## config.mk

```make
export PLATFORM = sky130hd
export DESIGN_NAME = eqrun_polarity_switch
export DESIGN_NICKNAME = d
export VERILOG_FILES = /design/src/rtl/eqrun_pkg.sv /design/src/rtl/eqrun_seq.sv /design/src/rtl/eqrun_decode.sv /design/src/rtl/eqrun_polarity_switch.sv
export SDC_FILE = /design/constraint.sdc
export NUM_CORES = 1
export LEC_CHECK = 0
export CORE_AREA = 2 2 39 41
export DETAILED_ROUTE_END_ITERATION = 12
export DIE_AREA = 0 0 41 43
export DONT_BUFFER_PORTS = 1
export PLACE_DENSITY = 0.32
export SLEW_MARGIN = 15
export SYNTH_ARGS = -nofsm -noshare
export SYNTH_HDL_FRONTEND = slang
export SYNTH_HIERARCHICAL = 1
export SYNTH_SLANG_ARGS = --single-unit
```

## constraint.sdc

```tcl
create_clock -name clk -period 2.9 [get_ports clk]
set_input_delay 0.145 -clock clk [delete_from_list [all_inputs] [get_ports clk]]
set_output_delay 0.145 -clock clk [all_outputs]
set_load 0.005 [all_outputs]
```

## src/rtl/eqrun_pkg.sv

```systemverilog
// Shared helpers for the equality-run polarity switching detector.
// Assumes the run length is at least 1.
package eqrun_pkg;

    // Width of the state register: run count codes plus one reversed code.
    function automatic int state_width(input int run_len);
        return (run_len < 1) ? 1 : $clog2(run_len + 1);
    endfunction

endpackage

```

## src/rtl/eqrun_seq.sv

```systemverilog
// Sequential half of the detector. It holds one state register: codes
// 0..RUN_LEN-1 are the length of the current equal run, and code RUN_LEN is
// the sticky reversed polarity. Assumes synchronous active-low reset and
// inputs already synchronous to clk.
module eqrun_seq #(
    parameter int RUN_LEN = 3,
    parameter int SW      = eqrun_pkg::state_width(RUN_LEN)
) (
    input  logic          clk,
    input  logic          rst_n,
    input  logic          in_a,
    input  logic          in_b,
    output logic [SW-1:0] run_cnt,
    output logic          rev_mode
);
    localparam logic [SW-1:0] REV_CODE  = SW'(RUN_LEN);
    localparam logic [SW-1:0] LAST_CODE = SW'(RUN_LEN - 1);

    logic [SW-1:0] state_q;
    logic [SW-1:0] state_d;
    logic          same;

    // Purpose: compare the two inputs of the present sample.
    always_comb same = (in_a == in_b);

    // Purpose: next state - count the run, clear it, or lock the reversed code.
    always_comb begin
        state_d = state_q;
        if (state_q != REV_CODE) begin
            if (!same)
                state_d = '0;
            else if (state_q == LAST_CODE)
                state_d = REV_CODE;
            else
                state_d = state_q + 1'b1;
        end
    end

    // Purpose: state register with synchronous active-low reset.
    always_ff @(posedge clk) begin
        if (!rst_n)
            state_q <= '0;
        else
            state_q <= state_d;
    end

    assign rev_mode = (state_q == REV_CODE);
    assign run_cnt  = state_q;
endmodule

```

## src/rtl/eqrun_decode.sv

```systemverilog
// Output decode. It selects exclusive OR or exclusive NOR of the present
// inputs from the registered polarity bit. Purely combinational.
module eqrun_decode (
    input  logic in_a,
    input  logic in_b,
    input  logic rev_mode,
    output logic y
);
    // Purpose: invert the difference signal when the polarity is reversed.
    always_comb y = (in_a ^ in_b) ^ rev_mode;
endmodule

```

## src/rtl/eqrun_polarity_switch.sv

```systemverilog
// Top of the equality-run polarity switching detector. It samples in_a and
// in_b on each rising edge and drives y as their exclusive OR until RUN_LEN
// consecutive equal samples are seen, and as their exclusive NOR from then on
// until reset. Assumes synchronous active-low reset.
module eqrun_polarity_switch #(
    parameter int RUN_LEN = 3
) (
    input  logic clk,
    input  logic rst_n,
    input  logic in_a,
    input  logic in_b,
    output logic y
);
    localparam int SW = eqrun_pkg::state_width(RUN_LEN);

    logic [SW-1:0] run_cnt;
    logic          rev_mode;

    eqrun_seq #(.RUN_LEN(RUN_LEN), .SW(SW)) u_seq (
        .clk      (clk),
        .rst_n    (rst_n),
        .in_a     (in_a),
        .in_b     (in_b),
        .run_cnt  (run_cnt),
        .rev_mode (rev_mode)
    );

    eqrun_decode u_dec (
        .in_a     (in_a),
        .in_b     (in_b),
        .rev_mode (rev_mode),
        .y        (y)
    );
endmodule

```

**Word-level counts from Yosys, hierarchy flattened**

Index checks and enable logic that the tools add are counted.

- Bits in registers: 2
- Bits of input ports: 4
- Output and inout bits: 1
- Logic and storage cells: 10

- Add/subtract/negate cells: 1
- Equality and inequality tests: 4
- Mux-type cells: 2
- Bitwise operators: 2

Operator list:

| operator | count |
|---|---|
| $eq A2 B2 Y1 const B | 2 |
| $mux W2 | 2 |
| $add A2 B1 Y2 const B | 1 |
| $ne A2 B2 Y1 const B | 1 |
| $xor A1 B1 Y1 | 2 |
| $eq A1 B1 Y1 | 1 |

**Depth between registers and ports, before layout**

- Word-level depth: 3
- Mapped depth: 4
- Depth with buffers taken out: 4

**By module**

The synthesis kept the hierarchy.

By module, submodules not included:

| module | times used | cells each | area each (µm²) | seq. area each (µm²) |
|---|---|---|---|---|
| eqrun_seq | 1 | 12 | 122.6 | 40.0 |
| eqrun_decode | 1 | 1 | 23.8 | 0.0 |

**Least setup slack after synthesis**

OpenSTA, ideal clock, no wires.

- Path kind: reg-to-reg
- From: register u_seq.state_q[0] (netlist: u_seq/run_cnt[0])
- To: register u_seq.state_q[1] (netlist: u_seq/run_cnt[1])
- Library setup time: 0.101 ns
- Arrival: 0.944 ns
- Data required time: 2.799 ns
- Setup slack: 1.855 ns
- Stages on the path, launching flop included: 4
- Path buffers: 0
- Period minus slack after synthesis: 1.045 ns
- Cell sequence: dfxtp_1 inv_1 ha_1 o41ai_1

- Word-level cells in the longest chain between the ends: 3
- Elaborated cells between the ends (all ways): 5
- Classes of those cells: 1 x add/sub; 2 x eq/ne; 2 x mux

RTL lines:

| what | line | source |
|---|---|---|
| start: declaration | eqrun_seq.sv:19 | `logic [SW-1:0] state_q;` |
| start signal: assignment | eqrun_seq.sv:44 | `state_q <= state_d;` |
| $add A2 B1 Y2 / $eq A2 B2 Y1 (equally long branches) | eqrun_seq.sv:35, eqrun_seq.sv:32 |  |
| $mux W2 | eqrun_seq.sv:32 | `else if (state_q == LAST_CODE)` |
| $mux W2 | eqrun_seq.sv:30 | `if (!same)` |

Several ways; a longest one is shown, not always the timed one.
A chain may end at the register's enable or synchronous reset.

**Final worst setup path**

- From: register u_seq.state_q[0] (netlist: u_seq/run_cnt[0])
- To: output y

- Word-level cells in the longest chain between the ends: 2

RTL lines:

| what | line | source |
|---|---|---|
| $eq A2 B2 Y1 | eqrun_seq.sv:47 | `assign rev_mode = (state_q == REV_CODE);` |
| net rev_mode | eqrun_polarity_switch.sv:17 | `logic rev_mode;` |
| $xor A1 B1 Y1 | eqrun_decode.sv:10 | `always_comb y = (in_a ^ in_b) ^ rev_mode;` |
| end: declaration | eqrun_polarity_switch.sv:12 | `output logic y` |

The timed path passes the listed nets, and every way through them passes these cells.

==> reports/metrics.cfg <==
[run_status]
outcome = complete, no violations

[final_layout]
largest_reg_flops = 2
fillers = 157
syn_to_final_growth_pct = 29.1
final_nets = 24
antenna_cells = 0
drive_gt1_frac = 0.250
fin_cells = 32
mostFrequentLayoutCell = clkbuf_4
layout_common_cells = clkbuf_4, inv_1, nand3_1, ha_1, dfxtp_1

[min_path]
min_from = rst_n
hp-class = primary input to flop

[clocking]
post-cts-setup-buffers = 0
clkSlewWorstSetupHoldPaths_ns = 0.03
cts_resized = 0
clock-root-buffer = clkbuf_4
holdBufCountCts = 0
cts_max_level = 1
cts_buffers = 3
numClockSinks = 2
cts_tree = built
clk_path_buf_depth = 2
clkLatencyLatePin_ns = 0.22

[grt]
met3_usage = 0.0419
grt_use_met1 = 0.0287
grt_pass1_wl_microns = 386
grt_usage = 0.0400
antenna_found_initial = 0
grt_pass1_vias = 121
grtUsageMet2 = 0.0438
overflow = 0
grt.busiest_layer = met4
grt_max_degree = 6

[synthesis]
syn_nets = 19
synth_warnings = 6
syn_area_sq_um = 146
syn_inst = 13
yosys.cell_types.count = 9
avgSynthCellArea_sq_um = 11.3
synth_sequential_area_ratio = 0.274
ys_ff_latch = 2

[sta]
min_period_ns = 1.28
fmax_mhz = 783
slew_viol_final = 0
timing.final.crit_share = 0.440
fin_tns_setup_ns = 0
maxSlewHeadroom = 0.821
setup_viol = 0
finalHoldViolCount = 0
worst_pin_slew_ns = 0.267
rsz0062_at_grt = no
fin_worst_skew_ns = 0.000512

[route]
wirelength_microns = 252
via_per_inst = 3.28
wire_per_inst_microns = 7.88
firstDrtPassIters = 2
drt_iter0_drc = 2
vias = 105
ant_nets = 0
drc = 0

[placement]
place_congestion = 0.544
dp.cells = 29
port_buffers = 0

[power_and_ir_drop]
ir_drop_mv = 0.107
p_sw_mw = 0.0221
power.share.combinational = 0.117
power.share.clock = 0.579
powerDensity_mw_per_mm2 = 554
switching_share = 0.211
seq_power_share = 0.304
p_leak_nw = 0.0882
internal_power_mw = 0.0825

[run]
max-cap-violations = 0

[die]
die-area_sq_mm = 0.00176
die_x_microns = 41
core_sq_mm = 0.00138
initial_core_util = 0.106
rows = 14
ios = 5
die_h_microns = 43

[critical_path]
crit_type = flop to primary output
cp_max_fo = 5
worst_ep_required_time_ns = 2.76
crit_path_end_kind = primary output
worst_ep_arrival_time_ns = 1.13
timing.rr.start = u_seq/run_cnt[0]
start_kind = flop
cp-startpoint = u_seq/run_cnt[0]

==> kinds of logic after synthesis <==
group	count (synthesis)	share of synthesized area
AO/OA/AOI/OAI	2	0.171
XOR/XNOR	2	0.222
adder cells (fa/ha/maj)	2	0.171
buffers and inverters	2	0.0513
flip-flops	2	0.274
AND/OR/NAND/NOR	3	0.111
==> Yosys cell counts <==
library cell | count | area (sq um)
nor2b_1 | 1 | 6.26
dfxtp_1 | 2 | 40.0
o41ai_2 | 1 | 16.3
xor3_1 | 1 | 23.8
nand3_1 | 2 | 10.0
xor2_1 | 1 | 8.76
ha_1 | 2 | 25.0
inv_1 | 2 | 7.51
o41ai_1 | 1 | 8.76
==> final timing paths <==
kind	end	slack, ns	depth (start not counted)
max	y	1.62	2
max reg2reg	u_seq/run_cnt[1]	1.78	3
min reg2reg	u_seq/run_cnt[1]	0.49	2
min	u_seq/run_cnt[1]	0.07	2
==> layout make-up <==
type	instances	area (sq um)	area share
Sequential cell	2	40.0	0.212
Inverter	2	7.51	0.0397
Clock buffer	3	22.5	0.119
Multi-Input combinational cell	9	98.8	0.523
Tap cell	16	20.0	0.106
==> worst max-delay path, stage by stage (launching register included) <==
cell	delay (ns)
dfxtp_1	0.35
ha_1	0.28
xor3_1	0.28
==> power groups by stage <==
stage | clock [mW] | combinational, mW | sequential [mW]
final | 0.0606 | 0.0123 | 0.0318
after global routing | 0.0674 | 0.0135 | 0.0320
after CTS | 0.0656 | 0.0125 | 0.0317
after detailed placement | 0 | 0.0125 | 0.0321
after global placement | 0 | 0.0118 | 0.0319
after floorplan | 0 | 0.0105 | 0.0317
==> metrics by stage <==
step           hold slack (ns)  area, sq um  worst slack (ns)  power, mW   util
6_report                0.0704          189              1.62      0.105  0.137
5_1_grt                 0.0678          189              1.55      0.113  0.137
4_1_cts                 0.0630          189              1.60      0.110  0.137
3_5_place_dp             0.300          166              1.78     0.0446  0.120
3_3_place_gp             0.303          166              1.76     0.0437  0.120
2_1_floorplan            0.284          146              1.86     0.0422      -
==> metal layers <==
layer  vias up  routed length, microns
met5         -                       0
met4         0                       0
met3         0                      42
met2         5                     105
met1        46                     103
li1         54                       -
Note: power is estimated with default switching activity, not from simulation.
